### config.mk
export PLATFORM = sky130hd
export DESIGN_NAME = sio_status_reg
export DESIGN_NICKNAME = d
export VERILOG_FILES = /design/src/rtl/sio_stat_pkg.sv /design/src/rtl/sio_flag_cell.sv /design/src/rtl/sio_ctrl_bits.sv /design/src/rtl/sio_status_reg.sv
export SDC_FILE = /design/constraint.sdc
export NUM_CORES = 1
export LEC_CHECK = 0
export BUFFER_PORTS_ARGS = -buffer_cell sky130_fd_sc_hd__buf_2
export CORE_AREA = 5 5 42 44
export DETAILED_ROUTE_END_ITERATION = 10
export DIE_AREA = 0 0 47 49
export PLACE_DENSITY_LB_ADDON = 0.3
export SYNTH_ARGS = -nofsm -noshare
export SYNTH_HDL_FRONTEND = slang
export SYNTH_HIERARCHICAL = 1
export SYNTH_SLANG_ARGS = --single-unit
### constraint.sdc
create_clock -name clk -period 2.3 [get_ports clk]
set_input_delay 0.115 -clock clk [delete_from_list [all_inputs] [get_ports clk]]
set_output_delay 0.115 -clock clk [all_outputs]
set_load 0.01 [all_outputs]
### src/rtl/sio_stat_pkg.sv
package sio_stat_pkg;

    localparam int REG_W     = 8;
    localparam int NUM_FLAGS = 5;
    localparam int FLAG_LSB  = 3;
    localparam int TEND_BIT  = 2;
    localparam int MPB_BIT   = 1;
    localparam int MPBT_BIT  = 0;

    localparam logic [REG_W-1:0] INIT_IMAGE = 8'h84;

    // Flag index n maps to register bit FLAG_LSB + n
    typedef enum logic [2:0] {
        FL_PER  = 3'd0,
        FL_FER  = 3'd1,
        FL_ORER = 3'd2,
        FL_RDRF = 3'd3,
        FL_TDRE = 3'd4
    } flag_e;

    typedef struct packed {
        logic             rd;
        logic             wr;
        logic [REG_W-1:0] wdata;
    } cpu_req_t;

    typedef struct packed {
        logic set;
        logic hw_clr;
    } flag_ev_t;

    typedef struct packed {
        logic tend;
        logic mpb;
        logic mpbt;
    } ctrl_bits_t;

    function automatic logic [REG_W-1:0] pack_image(
        input logic [NUM_FLAGS-1:0] flags,
        input ctrl_bits_t           cb
    );
        logic [REG_W-1:0] img;
        img                        = '0;
        img[FLAG_LSB +: NUM_FLAGS] = flags;
        img[TEND_BIT]              = cb.tend;
        img[MPB_BIT]               = cb.mpb;
        img[MPBT_BIT]              = cb.mpbt;
        return img;
    endfunction

endpackage

### src/rtl/sio_flag_cell.sv
module sio_flag_cell #(
    parameter logic INIT = 1'b0
) (
    input  logic                   clk,
    input  logic                   init_i,
    input  sio_stat_pkg::cpu_req_t req_i,
    input  logic                   wbit_i,
    input  sio_stat_pkg::flag_ev_t ev_i,
    output logic                   flag_o
);
    logic flag_q;
    logic armed_q;
    logic sw_clr;

    // A clearing write uses the arm state from before this cycle
    assign sw_clr = req_i.wr && !wbit_i && armed_q;

    always_ff @(posedge clk) begin
        if (init_i) begin
            flag_q  <= INIT;
            armed_q <= 1'b0;
        end else if (ev_i.set) begin
            flag_q  <= 1'b1;
            armed_q <= 1'b0;
        end else if (sw_clr || ev_i.hw_clr) begin
            flag_q  <= 1'b0;
            armed_q <= 1'b0;
        end else if (req_i.rd && flag_q) begin
            armed_q <= 1'b1;
        end
    end

    assign flag_o = flag_q;
endmodule

### src/rtl/sio_ctrl_bits.sv
module sio_ctrl_bits
    import sio_stat_pkg::*;
(
    input  logic       clk,
    input  logic       init_i,
    input  cpu_req_t   req_i,
    input  logic       tx_end_i,
    input  logic       rx_mpb_i,
    output ctrl_bits_t cb_o
);
    ctrl_bits_t cb_q;

    always_ff @(posedge clk) begin
        if (init_i) begin
            cb_q.tend <= INIT_IMAGE[TEND_BIT];
            cb_q.mpb  <= INIT_IMAGE[MPB_BIT];
            cb_q.mpbt <= INIT_IMAGE[MPBT_BIT];
        end else begin
            cb_q.tend <= tx_end_i;
            cb_q.mpb  <= rx_mpb_i;
            if (req_i.wr)
                cb_q.mpbt <= req_i.wdata[MPBT_BIT];
        end
    end

    assign cb_o = cb_q;
endmodule

### src/rtl/sio_status_reg.sv
module sio_status_reg
    import sio_stat_pkg::*;
(
    input  logic             clk,
    input  logic             rst,
    input  logic             stby_i,
    input  logic             cpu_rd_i,
    input  logic             cpu_wr_i,
    input  logic [REG_W-1:0] cpu_wdata_i,
    output logic [REG_W-1:0] cpu_rdata_o,
    input  logic             tx_en_i,
    input  logic             tdr_xfer_i,
    input  logic             dma_tdr_wr_i,
    input  logic             rx_full_set_i,
    input  logic             ovr_set_i,
    input  logic             frm_set_i,
    input  logic             par_set_i,
    input  logic             tx_end_i,
    input  logic             rx_mpb_i
);
    logic                 init;
    cpu_req_t             req;
    flag_ev_t             ev [NUM_FLAGS];
    logic [NUM_FLAGS-1:0] flags;
    ctrl_bits_t           cb;

    assign init      = rst || stby_i;
    assign req.rd    = cpu_rd_i;
    assign req.wr    = cpu_wr_i;
    assign req.wdata = cpu_wdata_i;

    always_comb begin
        for (int n = 0; n < NUM_FLAGS; n++) begin
            ev[n].set    = 1'b0;
            ev[n].hw_clr = 1'b0;
        end
        ev[FL_TDRE].set    = !tx_en_i || tdr_xfer_i;
        ev[FL_TDRE].hw_clr = dma_tdr_wr_i;
        ev[FL_RDRF].set    = rx_full_set_i;
        ev[FL_ORER].set    = ovr_set_i;
        ev[FL_FER].set     = frm_set_i;
        ev[FL_PER].set     = par_set_i;
    end

    for (genvar g = 0; g < NUM_FLAGS; g++) begin : g_flag
        sio_flag_cell #(
            .INIT (INIT_IMAGE[FLAG_LSB + g])
        ) i_cell (
            .clk    (clk),
            .init_i (init),
            .req_i  (req),
            .wbit_i (cpu_wdata_i[FLAG_LSB + g]),
            .ev_i   (ev[g]),
            .flag_o (flags[g])
        );
    end

    sio_ctrl_bits i_ctrl (
        .clk      (clk),
        .init_i   (init),
        .req_i    (req),
        .tx_end_i (tx_end_i),
        .rx_mpb_i (rx_mpb_i),
        .cb_o     (cb)
    );

    assign cpu_rdata_o = pack_image(flags, cb);
endmodule

After elaboration in Yosys (flattened, before gate mapping) --
Cells that the tools add are included.
Storage, ports and cells: register bits after elaboration 13, input bits 22, output and inout bits 8, word-level logic and storage cells 55
Operators by class: multiplexer cells 8, reduce and logical (&&, ||, !) cells 34
Operators by type and width (count):
- $logic_and A1 B1 Y1 | 15
- $reduce_or A3 Y1 | 5
- $mux W1 | 8
- $reduce_bool A2 Y1 | 4
- $logic_not A1 Y1 | 6
- $logic_or A1 B1 Y1 | 3
- $reduce_or A2 Y1 | 1

Logic depth before layout (Yosys ltp) --
word-level depth 5, depth in mapped cells 3, mapped depth without buffers 3

By module --
Netlist, hierarchy kept.
By module, submodules not included:
- sio_flag_cell at g_flag[0].i_cell ... | instances 4, cells an instance 8, area each 82.6 µm²
- sio_flag_cell at g_flag[4].i_cell | instances 1, cells an instance 9, area each 100.1 µm²
- sio_ctrl_bits | instances 1, cells an instance 7, area each 86.3 µm²
- sio_status_reg | instances 1, cells an instance 3, area each 16.3 µm²

Worst setup path after synthesis --
No wires, ideal clock.
path type flip-flop to flip-flop, start reg g_flag[4].i_cell.flag_q, end reg g_flag[4].i_cell.armed_q, arrival 824 ps, required time 2188 ps, slack 1364 ps, cell stages (with the launch flop) 3, path buffers 0, clock period less this slack 936 ps, cells stage by stage dfxtp_1 nand3b_4 a2111oi_1
On the way: longest elaborated chain between the ends 1
RTL lines:
- from (decl) | RTL line sio_flag_cell.sv:11 | logic flag_q;
- from (signal assigned) | RTL line sio_flag_cell.sv:20 | flag_q <= INIT;
- from (signal assigned) | RTL line sio_flag_cell.sv:23 | flag_q <= 1'b1;
- from (signal assigned) | RTL line sio_flag_cell.sv:26 | flag_q <= 1'b0;
- $logic_and A1 B1 Y1 | RTL line sio_flag_cell.sv:28 | end else if (req_i.rd && flag_q) begin
- to (signal assigned) | RTL line sio_flag_cell.sv:24 | armed_q <= 1'b0;
- to (signal assigned) | RTL line sio_flag_cell.sv:27 | armed_q <= 1'b0;
- to (signal assigned) | RTL line sio_flag_cell.sv:29 | armed_q <= 1'b1;
- to (decl) | RTL line sio_flag_cell.sv:12 | logic armed_q;
No other way between the ends. A chain may end at the register's enable or synchronous reset.

Worst setup path in the final report --
Same ends and word-level chain as after synthesis.

==> metrics.md <==
| Metric | Value |
|---|---|
| Status | finished, final reports clean |
| Initial DRC Count | 6 |
| Final setup viols | 0 |
| Worst endpoint required time | ~2.5 ns |
| Routed Antenna Nets | 0 |
| TritonCTS clock tree | done |
| Vias in the first global route | between 400 and 500 |
| Total grt overflow | 0 |
| Static leakage power | 0.399 nW |
| Postcts setup bufs | 0 |
| Core region area | 1400 µm² |
| Mapped Cells | 51 |
| Ports | 30 |
| Reg2reg start | g_flag[4].i_cell/flag_o$_SDFFE_PP1P_ |
| ANT cells | 0 |
| Max Fclk | 1.05 GHz |
| First-pass GRT wire length | 1.95 mm |
| Met3 usage | 3.32% |
| FFs w/ async S/R, synth | 0% |
| Hold crit path type | input port to flop |
| Drt first pass iters | 4 |
| Area grow syn2layout | 36.2% |
| H-tree depth | 1 |
| Post-CTS sizing | 0 |
| Worst Skew | 0.000136 ns |
| Cts hold-fix bufs | 0 |
| Area after DPL | around 700 µm² |
| Finished Cell Area | 726 µm² |
| Hold Crit Start | tx_end_i |
| CTS buffer count | 3 |
| Fin crit period | 0.954 ns |
| Sequential fraction of the synthesis area | 48.8% |
| Worst R2R Setup Slack | 1.35 ns |
| Worst vdd ir | 280 µV |
| Syn. warnings | 6 |
| Die ar. | roughly 2300 µm² |
| DR vias | around 470 |
| Detail Placement HPWL | approximately 930 µm |
| Power Density | 581 nW/µm² |
| Max Cap Viol | 0 |
| M2 GR Usage | 19.7% |
| PortBufs | 27 |
| Hold_ws | 0.0225 ns |
| Startpoint Class | flop |
| Final wirelength | 1.19 mm |
| Largest net degree at the start of global routing | 14 |
| Die height | 49 µm |
| Pwr Total | 0.000422 W |
| Reg clk slew, reported paths | 0.08 ns |
| Initial Util | 38.0% |
| Max-slew violations | 0 |
| Setup TNS | 0 ns |
| Crit path capture | g_flag[4].i_cell/armed_q$_SDFFE_PP0P_ |
| Critical Path AT | 1.11 ns |
| CP endpoint kind | flop |
| Total GRT Usage | a little under an eighth |
| Per-cell routed wire length | 11.8 µm |
| Clock latency on the worst-skew pair | 0.27 ns |
| Mapped cell area | 533 µm² |
| # DRC | 0 |
| Die width | 47 µm |
| Kind of critical path | flop to flop |
| Final period util | ~41% |
| Worst-case clock buffer depth | 2 |
| R2R Path End | g_flag[4].i_cell/armed_q$_SDFFE_PP0P_ |
| GPL Wtd Cong | 0.665 |
| # rows | 14 |
| Root Driver | clkbuf_4 |
| R2R depth | 2 |
| Seq cells post-synth | 13 |
| Layout cells sized above 1 | 36.5% |
| Number of synthesized flops with an enable pin | 0 |
| Synth Flop Type | dfxtp_1 |
| Gr busiest metal | met2 |
| Initial antenna violation count | 0 |
| Setup crit start | g_flag[4].i_cell/flag_o$_SDFFE_PP1P_ |
| WHS Path Cells | 2 |
| Sink Count | 13 |
| Mean Syn Cell Area | around 10 µm² |
| Hold Vio Cnt, Final | 0 |
| CP Max Fanout | 3 |
| Final #Nets | 108 |
| DR vias/cell | 4.67 |
| Post-synth cell types | 16 |
| Met1 global-route usage | 12.0% |
| Unrepaired setup endpoints after global routing | no |
==> cell usage after synthesis, types with 2 or more instances <==
| cell | count | area [µm²] |
|---|---|---|
| a32o_1 | 4 | 40.0 |
| inv_1 | 6 | 22.5 |
| nor2_1 | 5 | 18.8 |
| or2_1 | 2 | 12.5 |
| nand3b_1 | 5 | 37.5 |
| and4b_1 | 4 | 40.0 |
| dfxtp_1 | 13 | 260 |
| a21o_1 | 4 | 30.0 |
==> sequential cells by signal, indices dropped and copies added, names as in the netlist <==
name / flops
g_flag.i_cell/flag_o: 5
i_ctrl/cb_o: 3
g_flag.i_cell/armed_q: 5
==> metrics by stage <==
stage               utilization, %  std cells  worst slack [ns]
finish                        51.8        101              1.35
global route                  51.8        101              1.26
global placement              49.9         97              1.22
detailed placement            49.9         97              1.23
floorplan                        -         54              1.36
CTS                           51.8        101              1.32
==> per-layer routing <==
layer,part of all wire [%],wire length [µm]
met3,4.6,55
met5,0,0
met2,50,593
met4,1.0,12
met1,44,527
==> worst max-delay path: stages (launching register included) <==
cell       delay [ns]
dfxtp_1          0.40
nand3b_4         0.08
a2111oi_1        0.37
==> worst min path at each step <==
| stage | end | slack [ns] |
|---|---|---|
| finish | i_ctrl/cb_o[2]$_SDFF_PP1_ | 0.02 |
| global route | i_ctrl/cb_o[2]$_SDFF_PP1_ | 0.02 |
| CTS | i_ctrl/cb_o[2]$_SDFF_PP1_ | 0.01 |
| detailed placement | i_ctrl/cb_o[2]$_SDFF_PP1_ | 0.30 |
| global placement | i_ctrl/cb_o[2]$_SDFF_PP1_ | 0.29 |
| floorplan | g_flag[4].i_cell/armed_q$_SDFFE_PP0P_ | 0.20 |
==> layout by cell type, fill, tap and decap left out <==
cell        n
a2111oi_1   1
a21o_1      4
a311o_1     1
a32o_1      4
and4b_1     4
buf_2      27
clkbuf_1    1
clkbuf_4    3
conb_1      4
dfxtp_1    13
inv_1       6
mux2i_1     1
nand2b_1    1
nand3b_1    5
nand3b_4    1
nor2_1      5
nor2b_1     1
o21ai_0     1
or2_1       2
==> report_power, final <==
group          total (W)  switching [W]  internal, W
Combinational  0.0000491      0.0000225    0.0000266
Clock           0.000138      0.0000710    0.0000671
Sequential      0.000235     0.00000359     0.000231
Total           0.000422      0.0000971     0.000325
==> cell type report <==
class / instances / area (µm²)
Tap cell: 16 / 20.0
Sequential cell: 13 / 260
Clock buffer: 4 / 26.3
Multi-Input combinational cell: 35 / 262
Inverter: 6 / 22.5
Timing Repair Buffer: 27 / 135
Fill cell: 144 / 676
==> kinds of logic (layout without fill, tap and decap cells) <==
family / after synthesis / after routing / share of synthesized area [%]
flops: 13 / 13 / 48.8
other cells: 1 / 4 / 0.704
compound gates: 11 / 11 / 17.8
mux: 1 / 1 / 1.88
simple gates: 19 / 19 / 26.5
buf+inv: 6 / 37 / 4.23
No activity file was read; power rests on OpenSTA's default activity.
